File: src/rtl/psram_seq_pkg.sv
package psram_seq_pkg;

  typedef enum logic [1:0] {
    MODE_ASYNC = 2'd0,
    MODE_SYNC  = 2'd1,
    MODE_MIXED = 2'd2,
    MODE_RSVD  = 2'd3
  } memMode_t;

  // Strobe bundle from control to pin stage; every field is active high here.
  typedef struct packed {
    logic clkHigh;
    logic ceLow;
    logic advLow;
    logic oeLow;
    logic weLow;
    logic ubLow;
    logic lbLow;
    logic ackPulse;
  } pinCmd_t;

  localparam pinCmd_t PIN_IDLE = '0;

endpackage

File: src/rtl/psram_seq_wait.sv
module psram_seq_wait #(
  parameter int unsigned WAIT_CYCLES = 15000
) (
  input  logic clk,
  input  logic rstN,
  output logic ready
);
  localparam int unsigned CW = $clog2(WAIT_CYCLES + 1);

  logic [CW-1:0] waitCnt;

  always_ff @(posedge clk or negedge rstN) begin
    if (!rstN) begin
      waitCnt <= '0;
      ready   <= 1'b0;
    end else if (!ready) begin
      if (waitCnt == CW'(WAIT_CYCLES - 1)) begin
        ready <= 1'b1;
      end else begin
        waitCnt <= waitCnt + 1'b1;
      end
    end
  end
endmodule

File: src/rtl/psram_seq_ctrl.sv
module psram_seq_ctrl
  import psram_seq_pkg::*;
#(
  parameter int unsigned ASYNC_CYCLES = 3,
  parameter int unsigned SYNC_BEATS   = 2
) (
  input  logic       clk,
  input  logic       rstN,
  input  logic       ready,
  input  logic [1:0] modeSel,
  input  logic       modeLoad,
  input  logic       reqValid,
  input  logic       reqWrite,
  input  logic [1:0] reqByteEn,
  output pinCmd_t    cmd,
  output logic       accSync
);
  localparam int unsigned MAXLEN = (ASYNC_CYCLES > SYNC_BEATS) ? ASYNC_CYCLES : SYNC_BEATS;
  localparam int unsigned BW     = $clog2(MAXLEN + 1);

  typedef enum logic [2:0] {
    ST_IDLE, ST_A_ADDR, ST_A_DATA, ST_S_ADDR_LO,
    ST_S_ADDR_HI, ST_S_DATA_LO, ST_S_DATA_HI, ST_DONE
  } seqState_t;

  seqState_t      state;
  memMode_t       modeReg;
  logic           accWrite;
  logic [1:0]     accBe;
  logic [BW-1:0]  beatCnt;
  logic           startSync;
  logic           canStart;
  logic           canLoad;

  assign canStart  = ready && reqValid && (state == ST_IDLE);
  assign canLoad   = ready && modeLoad && (state == ST_IDLE) && (modeSel != MODE_RSVD);
  assign startSync = (modeReg == MODE_SYNC) || ((modeReg == MODE_MIXED) && !reqWrite);

  always_ff @(posedge clk or negedge rstN) begin
    if (!rstN) begin
      state    <= ST_IDLE;
      modeReg  <= MODE_ASYNC;
      accWrite <= 1'b0;
      accBe    <= 2'b00;
      accSync  <= 1'b0;
      beatCnt  <= '0;
    end else begin
      if (canLoad) modeReg <= memMode_t'(modeSel);
      case (state)
        ST_IDLE: begin
          if (canStart) begin
            accWrite <= reqWrite;
            accBe    <= reqByteEn;
            accSync  <= startSync;
            beatCnt  <= '0;
            state    <= startSync ? ST_S_ADDR_LO : ST_A_ADDR;
          end
        end
        ST_A_ADDR: begin
          beatCnt <= '0;
          state   <= ST_A_DATA;
        end
        ST_A_DATA: begin
          if (beatCnt == BW'(ASYNC_CYCLES - 1)) state <= ST_DONE;
          else beatCnt <= beatCnt + 1'b1;
        end
        ST_S_ADDR_LO: state <= ST_S_ADDR_HI;
        ST_S_ADDR_HI: begin
          beatCnt <= '0;
          state   <= ST_S_DATA_LO;
        end
        ST_S_DATA_LO: state <= ST_S_DATA_HI;
        ST_S_DATA_HI: begin
          if (beatCnt == BW'(SYNC_BEATS - 1)) begin
            state <= ST_DONE;
          end else begin
            beatCnt <= beatCnt + 1'b1;
            state   <= ST_S_DATA_LO;
          end
        end
        ST_DONE: state <= ST_IDLE;
        default: state <= ST_IDLE;
      endcase
    end
  end

  always_comb begin
    cmd = PIN_IDLE;
    case (state)
      ST_A_ADDR, ST_S_ADDR_LO, ST_S_ADDR_HI: begin
        cmd.ceLow   = 1'b1;
        cmd.advLow  = 1'b1;
        cmd.weLow   = accWrite && (state != ST_A_ADDR);
        cmd.ubLow   = accBe[1];
        cmd.lbLow   = accBe[0];
        cmd.clkHigh = (state == ST_S_ADDR_HI);
      end
      ST_A_DATA, ST_S_DATA_LO, ST_S_DATA_HI: begin
        cmd.ceLow   = 1'b1;
        cmd.oeLow   = !accWrite;
        cmd.weLow   = accWrite && (state == ST_A_DATA);
        cmd.ubLow   = accBe[1];
        cmd.lbLow   = accBe[0];
        cmd.clkHigh = (state == ST_S_DATA_HI);
      end
      ST_DONE: cmd.ackPulse = 1'b1;
      default: cmd = PIN_IDLE;
    endcase
  end
endmodule

File: src/rtl/psram_seq_pins.sv
module psram_seq_pins
  import psram_seq_pkg::*;
(
  input  logic    clk,
  input  logic    rstN,
  input  pinCmd_t cmd,
  output logic    memClk,
  output logic    memCeN,
  output logic    memAdvN,
  output logic    memOeN,
  output logic    memWeN,
  output logic    memUbN,
  output logic    memLbN,
  output logic    reqAck
);
  always_ff @(posedge clk or negedge rstN) begin
    if (!rstN) begin
      memClk  <= 1'b0;
      memCeN  <= 1'b1;
      memAdvN <= 1'b1;
      memOeN  <= 1'b1;
      memWeN  <= 1'b1;
      memUbN  <= 1'b1;
      memLbN  <= 1'b1;
      reqAck  <= 1'b0;
    end else begin
      memClk  <= cmd.clkHigh;
      memCeN  <= !cmd.ceLow;
      memAdvN <= !cmd.advLow;
      memOeN  <= !cmd.oeLow;
      memWeN  <= !cmd.weLow;
      memUbN  <= !cmd.ubLow;
      memLbN  <= !cmd.lbLow;
      reqAck  <= cmd.ackPulse;
    end
  end
endmodule

File: src/rtl/psram_mode_seq.sv
module psram_mode_seq
  import psram_seq_pkg::*;
#(
  parameter int unsigned CLK_FREQ_KHZ = 100000,
  parameter int unsigned WAIT_US      = 150,
  parameter int unsigned ASYNC_CYCLES = 3,
  parameter int unsigned SYNC_BEATS   = 2
) (
  input  logic       clk,
  input  logic       rstN,
  input  logic [1:0] modeSel,
  input  logic       modeLoad,
  input  logic       reqValid,
  input  logic       reqWrite,
  input  logic [1:0] reqByteEn,
  output logic       reqAck,
  output logic       ready,
  output logic       memClk,
  output logic       memCeN,
  output logic       memAdvN,
  output logic       memOeN,
  output logic       memWeN,
  output logic       memUbN,
  output logic       memLbN
);
  localparam int unsigned WAIT_CYCLES = CLK_FREQ_KHZ * WAIT_US / 1000;

  pinCmd_t cmdBus;
  logic    accSync;

  psram_seq_wait #(.WAIT_CYCLES(WAIT_CYCLES)) waitTimer (
    .clk(clk), .rstN(rstN), .ready(ready)
  );

  psram_seq_ctrl #(.ASYNC_CYCLES(ASYNC_CYCLES), .SYNC_BEATS(SYNC_BEATS)) ctrl (
    .clk(clk), .rstN(rstN), .ready(ready), .modeSel(modeSel), .modeLoad(modeLoad),
    .reqValid(reqValid), .reqWrite(reqWrite), .reqByteEn(reqByteEn),
    .cmd(cmdBus), .accSync(accSync)
  );

  psram_seq_pins pins (
    .clk(clk), .rstN(rstN), .cmd(cmdBus),
    .memClk(memClk), .memCeN(memCeN), .memAdvN(memAdvN), .memOeN(memOeN),
    .memWeN(memWeN), .memUbN(memUbN), .memLbN(memLbN), .reqAck(reqAck)
  );
endmodule

File: config.mk
export PLATFORM = sky130hd
export DESIGN_NAME = psram_mode_seq
export DESIGN_NICKNAME = d
export VERILOG_FILES = /design/src/rtl/psram_seq_pkg.sv /design/src/rtl/psram_seq_wait.sv /design/src/rtl/psram_seq_ctrl.sv /design/src/rtl/psram_seq_pins.sv /design/src/rtl/psram_mode_seq.sv
export SDC_FILE = /design/constraint.sdc
export NUM_CORES = 1
export LEC_CHECK = 0
export BUFFER_PORTS_ARGS = -buffer_cell sky130_fd_sc_hd__clkbuf_2
export CAP_MARGIN = 20
export CORE_ASPECT_RATIO = 1.2
export CORE_UTILIZATION = 50
export CTS_BUF_LIST = sky130_fd_sc_hd__clkbuf_4 sky130_fd_sc_hd__clkbuf_8 sky130_fd_sc_hd__clkbuf_16
export DETAILED_ROUTE_END_ITERATION = 6
export PLACE_DENSITY = 0.7
export SETUP_SLACK_MARGIN = 0.5
export SKIP_CTS_REPAIR_TIMING = 1
export SLEW_MARGIN = 30
export SYNTH_ARGS = -nofsm -noshare
export SYNTH_HDL_FRONTEND = slang
export SYNTH_SLANG_ARGS = --single-unit
File: constraint.sdc
create_clock -name clk -period 3.7 [get_ports clk]
set_input_delay 0.555 -clock clk [delete_from_list [all_inputs] [get_ports clk]]
set_output_delay 0.555 -clock clk [all_outputs]
set_load 0.03 [all_outputs]
## Yosys cells after proc, flatten, opt, wreduce, memory -nomap -nowiden

Index checks and enable logic that the tools add are counted.

- Logic and storage cells: 79
- Flip-flop bits (word level): 33
- Output and inout bits: 9
- Bits of input ports: 9

- Multiplexer cells: 16
- Reduce and logical (&&, ||, !) cells: 26
- Equality and inequality tests: 18
- Bitwise logic cells: 2
- Add/sub/neg operators: 2

Operators by type and width:

| cell | count |
|---|---|
| 3-bit case mux with 8 select lines | 1 |
| 14-bit by 1-bit adder with 14-bit output (second input constant) | 1 |
| 14-bit == test (second input constant) | 1 |
| 3-bit == test (second input constant) | 4 |
| 2-bit two-way mux | 5 |
| 1-bit logical AND | 8 |
| 1-bit logical NOT | 8 |
| 2-bit case mux with 4 select lines | 1 |
| 3-bit by 2-bit == test with 1-bit output (second input constant) | 2 |
| 3-bit two-way mux | 2 |
| 2-bit != test (second input constant) | 3 |
| 3-bit case mux with 2 select lines | 1 |
| 2-bit AND reduction | 3 |
| 3-bit OR reduction | 2 |
| 1-bit two-way mux | 5 |
| 2-bit by 1-bit == test with 1-bit output (second input constant) | 2 |
| 2-bit == test (second input constant) | 2 |
| 2-bit by 1-bit != test with 1-bit output (second input constant) | 2 |
| 2-bit case mux with 2 select lines | 1 |
| 4-bit AND reduction | 1 |
| 4-bit nonzero test | 1 |
| 3-bit by 1-bit == test with 1-bit output (second input constant) | 1 |
| 3-bit logical NOT | 1 |
| 3-bit by 1-bit != test with 1-bit output (second input constant) | 1 |
| other kinds (4) | 5 |

## Logic depth before layout (Yosys ltp)

Gate-level depths: netlist of the first run.

- Word-level depth: 6
- Mapped depth: 6
- Depth with buffers taken out: 6

## Modules after synthesis

A second synthesis of the first run with hierarchy kept.

- Cells, all modules: 144
- Area, all modules: 1,657.8 sq um

Modules (own cells, without submodules):

| module | area an instance (sq um) | cells each | times used | sequential area each (sq um) |
|---|---|---|---|---|
| psram_seq_wait | 743.2 | 63 | 1 | 375.4 |
| psram_seq_ctrl | 684.4 | 67 | 1 | 275.3 |
| psram_seq_pins | 230.2 | 14 | 1 | 207.7 |

## Worst setup path after synthesis of the first run

Ideal clock, no wire load.

- Path type: register to register
- From: register waitTimer.waitCnt[0]
- To: register waitTimer.waitCnt[1]
- Clock period less this slack: 1.606 ns
- Arrival: 1.482 ns
- Setup slack: 2.094 ns
- Library setup time: 0.125 ns
- Path buffers: 0
- Cell stages (with the launch flop): 5
- Cell sequence: dfrtp_1 > ha_1 > and2_2 > a41oi_4 > mux2_2

- Longest elaborated chain between the ends: 3

RTL lines:

| element | RTL line | text |
|---|---|---|
| start: declaration | psram_seq_wait.sv:10 | `logic [CW-1:0] waitCnt;` |
| start signal: assignment | psram_seq_wait.sv:20 | `waitCnt <= waitCnt + 1'b1;` |
| branches (longest 3 deep; another with 14-bit by 1-bit adder with 14-bit output) | - |  |

Parallel ways; which one is timed is not known.
A chain may end at the register's enable or synchronous reset.

## Final worst setup path of the first run

- From: register waitTimer.ready
- To: output port ready

RTL lines:

| element | RTL line | text |
|---|---|---|
| start: declaration | psram_seq_wait.sv:6 | `output logic ready` |
| start signal: assignment | psram_seq_wait.sv:15 | `ready <= 1'b0;` |
| start signal: assignment | psram_seq_wait.sv:18 | `ready <= 1'b1;` |
| end: declaration | psram_mode_seq.sv:17 | `output logic ready,` |

No word-level cell between the ends.

==> results.md, run 1 <==
CTS:
- In this run the number of H-tree levels came out at 2.
- The total number of clock tree sinks is 33.
- The number of clock buffers inserted by TritonCTS is 5.
- The longest clock path from root to sink contains 2 buffers.
- The insertion delay to the later sink of the worst-skew pair is 0.34 ns.
- TritonCTS built the clock tree.
- The cell sitting at the root of the clock tree is a sky130_fd_sc_hd__clkbuf_4.
- Clock-pin slew was measured on the worst setup and hold paths at 0.10 ns.

Timing:
- Measured against its own limit, the worst slew margin works out to 47.3%.
- Across all hold checks on the routed design, the worst slack comes to 0.275 ns.
- The measured slew at the worst slew-check pin is 0.791 ns.
- Setup repair after global routing left no endpoint under its margin.
- The maximum clock frequency is 0.540 GHz.
- Of the available clock period, the critical path in the final layout requires 50.1%.
- The worst-case clock skew is 0.0118 ns.
- The number of slew-limit violations in the final report came to 0.
- The accumulated negative setup slack is 0 ns.
- The clock period minus final worst setup slack is 1.85 ns.
- The worst setup margin is 1.85 ns.
- The number of endpoints failing setup at the final stage is 0.
- The hold violation total from the final report is 0.

Setup path:
- In this run the critical register-to-register path is launched from waitTimer.waitCnt[0].
- Counting cells, the worst reg-to-reg path comes to 4.
- The launch point of the critical path is waitTimer.ready.
- The endpoint of the lowest-slack register-to-register path is waitTimer.waitCnt[1].
- The cell family contributing the most delay on the critical path is flip-flops.
- Of all nets on the critical path, the largest fanout is 13.
- Across all register-to-register paths, the minimum setup slack is 2.01 ns.
- The required time of the critical path is 3.14 ns.
- The kind of start point of the critical path is a flip-flop.
- The most critical setup path has its endpoint at ready.
- In this run the number of cells on the critical path is 1.
- Data arrives at the worst endpoint at 1.30 ns.
- The number of buffers and inverters on the critical path is 1.
- The master of the slowest instance on the critical path is sky130_fd_sc_hd__dfrtp_1.
- STA classifies the critical path endpoint as an output port.
- The biggest cell delay along the critical path is 0.66 ns.
- The type of the worst setup path is flip-flop to output port.
- The critical path goes through clkbuf_2.

Run:
- The total of max-cap violations is 0.

Final layout:
- In the final layout, the multi-input gates occupy 646 sq um.
- The post-route netlist has 28.5% of its cells at a drive strength greater than 1.
- For this run, the post-layout net count is 162.
- In the final layout, flip-flops and latches occupy 833 sq um.
- The count of fill cells added during filler insertion is 240.
- The number of antenna diodes in the final layout is 0.
- The post-layout instance count excluding filler cells is 185.
- The post-route standard cell area excluding fillers is 1690 sq um.
- The most frequent standard cell in the layout excluding fill and tap cells is sky130_fd_sc_hd__dfrtp_1.
- Measured on the finished design, the core utilization comes to 59.5%.
- Leaving out fill and tap cells, the most frequent cells in the layout are sky130_fd_sc_hd__dfrtp_1, sky130_fd_sc_hd__clkbuf_2, sky130_fd_sc_hd__nand2_1.
- The area added between synthesis and finish is 10.8%.

Yosys:
- Synthesis inferred 33 register bits.
- Of all cell types, the one taking the most synthesized area is sky130_fd_sc_hd__dfrtp_1.
- In this run the biggest area consumer among cell types represents 44.4% of the synthesized area.
- The number of warnings reported in the yosys synthesis log is 0.
- The sequential-to-total area share from yosys stat is 54.7%.
- In this run the mean area of a mapped cell was 11.7 sq um.
- The post-synthesis cell type count is 41.
- The number of instances in the synthesized netlist is 130.
- Counting every net in the synthesized netlist gives 142.
- Yosys attributes the largest share of cell area to sky130_fd_sc_hd__dfrtp_1, sky130_fd_sc_hd__dfstp_2, sky130_fd_sc_hd__xor2_1.
- Summing every instance area after synthesis gives 1520 sq um.

Pwr:
- The power per unit of standard cell area is 339 nW/um^2.
- The total power draw is 0.573 mW.
- For this design the static power due to leakage is 0.793 nW.
- The worst-case IR drop observed on VDD is 0.226 mV.

Placed design:
- Summing all placed instances gives a cell area of 1630 sq um.
- The count of buffers added on input and output ports is 17.
- The post-placement worst setup slack is 2.02 ns.
- Once detailed placement completed, the half-perimeter wirelength came to 1830 um.
- The global placer's final weighted congestion is 0.818.
- Counting tap cells, the placed design contains a total of 177 instances.

Global route:
- The number of antenna violations at the first check in global routing is 0.
- The first global-routing pass estimated 4580 um of wire.
- Summed over all layers, the global routing overflow is 0.
- The largest net degree at the start of global routing is 34.
- Across every metal layer, demand over resource in global routing totals 20.1%.
- The via count of the first global-routing pass came to 991.

Die:
- The full die area is 3270 sq um.
- The core region is 2840 sq um.
- The die is 62.5 um tall.
- The floorplan row count is 21.
- The initial standard-cell utilization of the core is 53.7%.
- The die width is 52.4 um.
- 18 I/O pins were placed.

Status:
- The flow ran to the end, and the final reports show no timing, DRC or antenna violations.

Detailed routing:
- Dividing the detail-routed wire length by the instance count gives 14.0 um.
- The routed layout has 1015 vias.
- The remaining routing DRC violations is 0.
- The count of nets left with antenna violations once routing finished came out at 0.
- The first-pass iteration count of the detailed router is 4.
- After detailed routing, the total wire length is 2590 um.
- The count of routing violations after the opening detailed-route iteration is 20.
- The per-cell via count in the routed design is 5.49.

Worst hold path:
- The worst hold path belongs to the class input pin to async pin.
[cell usage after synthesis (all sizes together)]
master  instances
o22ai           1
or2             1
dfrtp          27
nand2b          1
a41oi           1
mux2i           2
inv             7
dfstp           6
nor3            4
clkbuf          2
nor4b           1
and3            3
and2            2
nand3b          1
ha              3
nor2b           2
nand2           9
nor2            4
nand4           3
buf             2
o22a            1
o21a            1
o221ai          1
o21ai           3
a31oi           1
a21oi           8
o31ai           1
xor2            8
and3b           1
and4bb          2
nor3b           1
nor4            4
xnor2           4
nand3           8
mux2            4
[layout make-up]
cell class	count	area share, %
clock inverter	2	0.593
timing repair buffer	17	5.04
sequential	33	49.4
tap	34	2.52
clock buffer	6	2.67
inverter	7	1.56
multi-input combinational	86	38.3
[layer usage]
metal	GRT usage (%)	up-vias	wire (um)
met5	0	-	0
met3	8.76	12	109
met1	22.7	485	1010
met4	9.21	0	74
li1	-	497	-
met2	32.0	21	1390
[power breakdown]
part	internal [mW]	total (mW)	leakage (nW)	switching (mW)
registers	0.361	0.361	0.416	0
logic	0.00329	0.0116	0.342	0.00827
clock network	0.0796	0.201	0.0354	0.121
[how the worst min path moves through the flow]
| stage | from | to | slack [ns] |
|---|---|---|---|
| final | rstN | ctrl.state[0] | 0.27 |
| after global routing | rstN | waitTimer.waitCnt[11] | 0.32 |
| after CTS | rstN | ctrl.state[2] | 0.30 |
| after detailed placement | ctrl.accBe[1] | pins.memUbN | 0.38 |
| after global placement | ctrl.accBe[1] | pins.memUbN | 0.38 |
| after floorplan | rstN | ctrl.accBe[0] | 0.26 |
[registers in the layout, indices dropped and copies added, names as in the netlist]
signal,flops
pins.memCeN,1
pins.memOeN,1
pins.memLbN,1
ctrl.state,3
pins.memClk,1
pins.reqAck,1
ctrl.accWrite,1
ctrl.accBe,2
waitTimer.ready,1
ctrl.modeReg,2
pins.memUbN,1
pins.memWeN,1
waitTimer.waitCnt,14
ctrl.beatCnt,2
pins.memAdvN,1
[logic make-up (layout without fill, tap and decap cells)]
family | Yosys count | in the layout | synth area share [%]
simple gates | 47 | 47 | 20.4
flops | 33 | 33 | 54.7
compound gates | 18 | 18 | 8.38
xor+xnor | 12 | 12 | 6.90
buf+inv | 11 | 32 | 2.88
mux | 6 | 6 | 4.27
fa+ha+maj | 3 | 3 | 2.47
[worst reg2reg max path: stages, from the launching register on]
cell                      delay [ns]
sky130_fd_sc_hd__dfrtp_1        0.44
sky130_fd_sc_hd__ha_1           0.24
sky130_fd_sc_hd__and2_2         0.22
sky130_fd_sc_hd__a41oi_4        0.32
sky130_fd_sc_hd__mux2_2         0.37
Power figures use the tool's default switching activity.
==> run 2: changes to the inputs <==
Settings changed: ABC_AREA from default to 1, PLACE_DENSITY 0.7 to 0.72.
Clock period 3.7 ns to 1.6 ns, I/O delays scaled along.
==> run 2 against run 1 <==
- count of clock-buffer cells in the layout decreased by 1
- combinational power increased to 2.6 times the previous value
- final area increased by 40%
- synthesized cell count increased by 79%
- global-route usage increased by 0.57 points
- first-iteration DRC count increased to 2.5 times the previous value
- sequential power increased by 130%
==> results.md, run 2 <==
Status:
- The run finished with clean final reports.

Run:
- Across the run, the number of max-cap violations was 0.

Pwr:
- The portion of total power attributed to combinational logic is 1.7%.
- In this run the power spent charging and discharging nets is 0.330 mW.
- The leakage power figure is 1.11 nW.
- The internal power of the cells is 1.46 mW.
- The relative contribution of sequential cells to total power is 46.5%.
- The share of total power dissipated in the clock network is 51.8%.
- Power spread over the standard cell area amounts to 759 nW/um^2.
- Net switching is 18.4% of the power.
- The largest vdd supply drop is 0.919 mV.

Timing:
- The final hold slack is 0.157 ns.
- The portion of the clock cycle consumed by the worst path in the final layout is 87.9%.
- The hold violation total from the final report was 0.
- Setup repair after global routing could not meet its margin everywhere.
- After layout, the minimum clock period comes to 1.41 ns.
- The number of slew-limit violations in the final report is 0.
- Based on the critical path, the design can be clocked at up to 0.711 GHz.
- The measured slew at the worst slew-check pin is 0.390 ns.
- Setup violations remaining at the end of the flow were counted as 0.
- The worst-case clock skew is 0.00529 ns.
- The headroom to the max-slew limit is 74.0%.
- The accumulated negative setup slack is 0 ns.
- The worst setup margin is 0.194 ns.

Yosys:
- When the netlist entered floorplanning its net count stood at 245.
- The most frequently used cell type in the post-synthesis netlist is sky130_fd_sc_hd__nand2_1.
- The post-synthesis cell type count is 25.
- The most instantiated flip-flop cell in the synthesis netlist is sky130_fd_sc_hd__dfrtp_1.
- In the post-synthesis netlist, the biggest area contributors are sky130_fd_sc_hd__dfrtp_1, sky130_fd_sc_hd__nand2_1, sky130_fd_sc_hd__dfstp_2.
- By count the netlist is led by sky130_fd_sc_hd__nand2_1, sky130_fd_sc_hd__nor2_1, sky130_fd_sc_hd__dfrtp_1, sky130_fd_sc_hd__inv_1, sky130_fd_sc_hd__nand3_1.
- Dividing the synthesized area by the synthesized cell count gives 7.56 sq um.
- Summed over its instances, the top area cell type makes up 38.4% of the synthesized netlist area.
- The cell type with the largest total area after synthesis is sky130_fd_sc_hd__dfrtp_1.
- The number of instances in the synthesized netlist is 233.
- Counting flops with a built-in enable in the synthesized netlist gives 0.
- The sequential-to-total area share from yosys stat is 47.3%.
- Yosys printed 0 warnings.
- The async set-or-reset flop fraction in the synthesized netlist is 100%.
- The number of storage elements in the synthesis netlist is 33.
- The cell area after technology mapping is 1760 sq um.

Final layout:
- At the end of the flow the core is filled with cells to 70.8%.
- Relative to the synthesized area, the layout overhead comes to 34.2%.
- The finished layout holds 308 standard cells, fillers aside.
- The library cell used most frequently in the layout, excluding fill and tap cells, is sky130_fd_sc_hd__nand2_1.
- The fraction of layout instances using a drive strength above 1 is 33.2%.
- The diode insertion count for antenna repair is 0.
- In the layout the commonest cells are sky130_fd_sc_hd__nand2_1, sky130_fd_sc_hd__nor2_1, sky130_fd_sc_hd__dfrtp_1.
- The register with the most flip-flops in the layout has 14 of them.
- The largest registers in the layout are waitTimer.waitCnt (14), ctrl.state (3).
- The count of fill cells added during filler insertion is 265.
- More flip-flops sit in one register than any other, and that register is waitTimer.waitCnt.
- In the final design database the tool counted 282 nets.

Global route:
- The global-route wire length before repair is 5920 um.
- Global routing finished with a remaining overflow of 0.
- The number of antenna violations at the first check in global routing is 0.
- The via count of the first global-routing pass is 1438.
- Entering global routing, the biggest net connects 34 pins.
- The overall fraction of global-route tracks in use is 20.7%.

Detailed routing:
- The via count is 1561.
- The first-pass iteration count of the detailed router is 4.
- The total wirelength of the detailed-routed design is 3810 um.
- The average detailed-routed wire length per instance is 12.4 um.
- The per-cell via count in the routed design is 5.07.
- The remaining routing DRC violations is 0.
- After the first detailed-routing iteration, the DRC count stood at 50.
- The count of nets left with antenna violations once routing finished came out at 0.

CTS:
- No sink is reached through more buffers than the 2 on the longest clock path.
- The number of clock buffers inserted by TritonCTS is 5.
- The CTS tree is yes.
- The clock tree synthesis step divided the H-tree into 2 levels.
- The insertion delay to the later sink of the worst-skew pair is 0.29 ns.
- The clock-pin slew on the worst setup and hold paths is 0.07 ns.
- Clock tree synthesis selected as its root buffer the cell sky130_fd_sc_hd__clkbuf_8.
- The total number of clock tree sinks is 33.

Setup path:
- STA classifies the critical path endpoint as a flip-flop.
- The required time of the critical path is 1.78 ns.
- The critical-path maximum fanout is 7.
- The arrival time reported for the critical path endpoint is 1.59 ns.
- STA classifies the critical path startpoint as a flip-flop.
- The type of the worst setup path is flip-flop to flip-flop.

Placed design:
- The detailed placement HPWL is 2490 um.
- The post-placement worst setup slack is 0.136 ns.
- Port buffering added 17 buffers.
- The global placer's final weighted congestion is 0.819.
- Counting tap cells, the placed design contains a total of 285 instances.

Die:
- The initialized floorplan defines 23 standard-cell rows.
- The full die area is 3770 sq um.
- The boundary pin count is 18.
- The height of the die is 67.0 um.
- The initial standard-cell utilization of the core is 52.8%.
- The floorplan step set the die width to 56.2 um.
- The core region is 3340 sq um.

Worst hold path:
- The worst min-delay path category is input pin to flip-flop.
[run 2: worst max-delay path, cell delays in order (launching register included)]
cell and delay [ns]:
sky130_fd_sc_hd__dfrtp_1 0.43, sky130_fd_sc_hd__ha_4 0.19, sky130_fd_sc_hd__nand2_2 0.06, sky130_fd_sc_hd__nor2_2 0.08
sky130_fd_sc_hd__nand2_2 0.09, sky130_fd_sc_hd__nor2_4 0.11, sky130_fd_sc_hd__nor2_4 0.06, sky130_fd_sc_hd__clkbuf_16 0.16
sky130_fd_sc_hd__nand2_1 0.06, sky130_fd_sc_hd__nand2_1 0.05
[run 2: worst paths after layout]
check / startpoint / endpoint / slack (ns) / depth (start not counted)
max reg2reg: waitTimer.waitCnt[1] / waitTimer.waitCnt[3] / 0.19 / 9
max in group asynchronous: rstN / pins.memWeN / 0.78 / 3
min reg2reg: ctrl.accBe[0] / pins.memLbN / 0.39 / 1
min in group asynchronous: rstN / waitTimer.waitCnt[6] / 0.50 / 3
max: waitTimer.waitCnt[1] / waitTimer.waitCnt[3] / 0.19 / 9
min: reqByteEn[1] / ctrl.accBe[1] / 0.16 / 3
[run 2: kinds of logic (layout without fill, tap and decap cells)]
| family | count (synthesis) | after routing | synth area share [%] |
|---|---|---|---|
| adders and majority gates | 3 | 3 | 2.13 |
| xor gates and xnor gates | 7 | 7 | 3.48 |
| AOI/OAI and AO/OA | 17 | 17 | 5.90 |
| and+or+nand+nor | 147 | 147 | 34.6 |
| buffers and inverters | 26 | 64 | 6.61 |
| DFF | 33 | 33 | 47.3 |
[run 2: area by class of cell]
type | instances | area (sq um) | share of cell area (%)
Sequential cell | 33 | 841 | 35.6
Inverter | 23 | 96.3 | 4.08
Clock inverter | 3 | 65.1 | 2.75
Tap cell | 37 | 46.3 | 1.96
Timing Repair Buffer | 33 | 298 | 12.6
Clock buffer | 5 | 68.8 | 2.91
Multi-Input combinational cell | 174 | 948 | 40.1
[run 2: metrics by stage]
stage | instance area (sq um) | power (mW)
3_3_place_gp | 1920 | 0.880
4_1_cts | 2050 | 1.81
2_1_floorplan | 1810 | 0.852
3_5_place_dp | 1920 | 0.880
5_1_grt | 2360 | 1.85
6_report | 2360 | 1.79
[run 2: per-layer routing]
| metal | share of wire (%) | global-route usage, % | up-vias |
|---|---|---|---|
| met3 | 3.2 | 5.63 | 10 |
| met4 | 2.8 | 12.5 | 0 |
| met5 | 0 | 0 | - |
| met2 | 55 | 37.2 | 25 |
| met1 | 39 | 21.5 | 725 |
| li1 | - | - | 801 |
[run 2: power by group through the flow]
stage	combinational [mW]	sequential [mW]	clock [mW]
CTS	0.0305	0.835	0.946
finish	0.0307	0.835	0.929
floorplan	0.00218	0.850	0
global route	0.0364	0.834	0.977
detailed placement	0.0305	0.850	0
global placement	0.0302	0.850	0
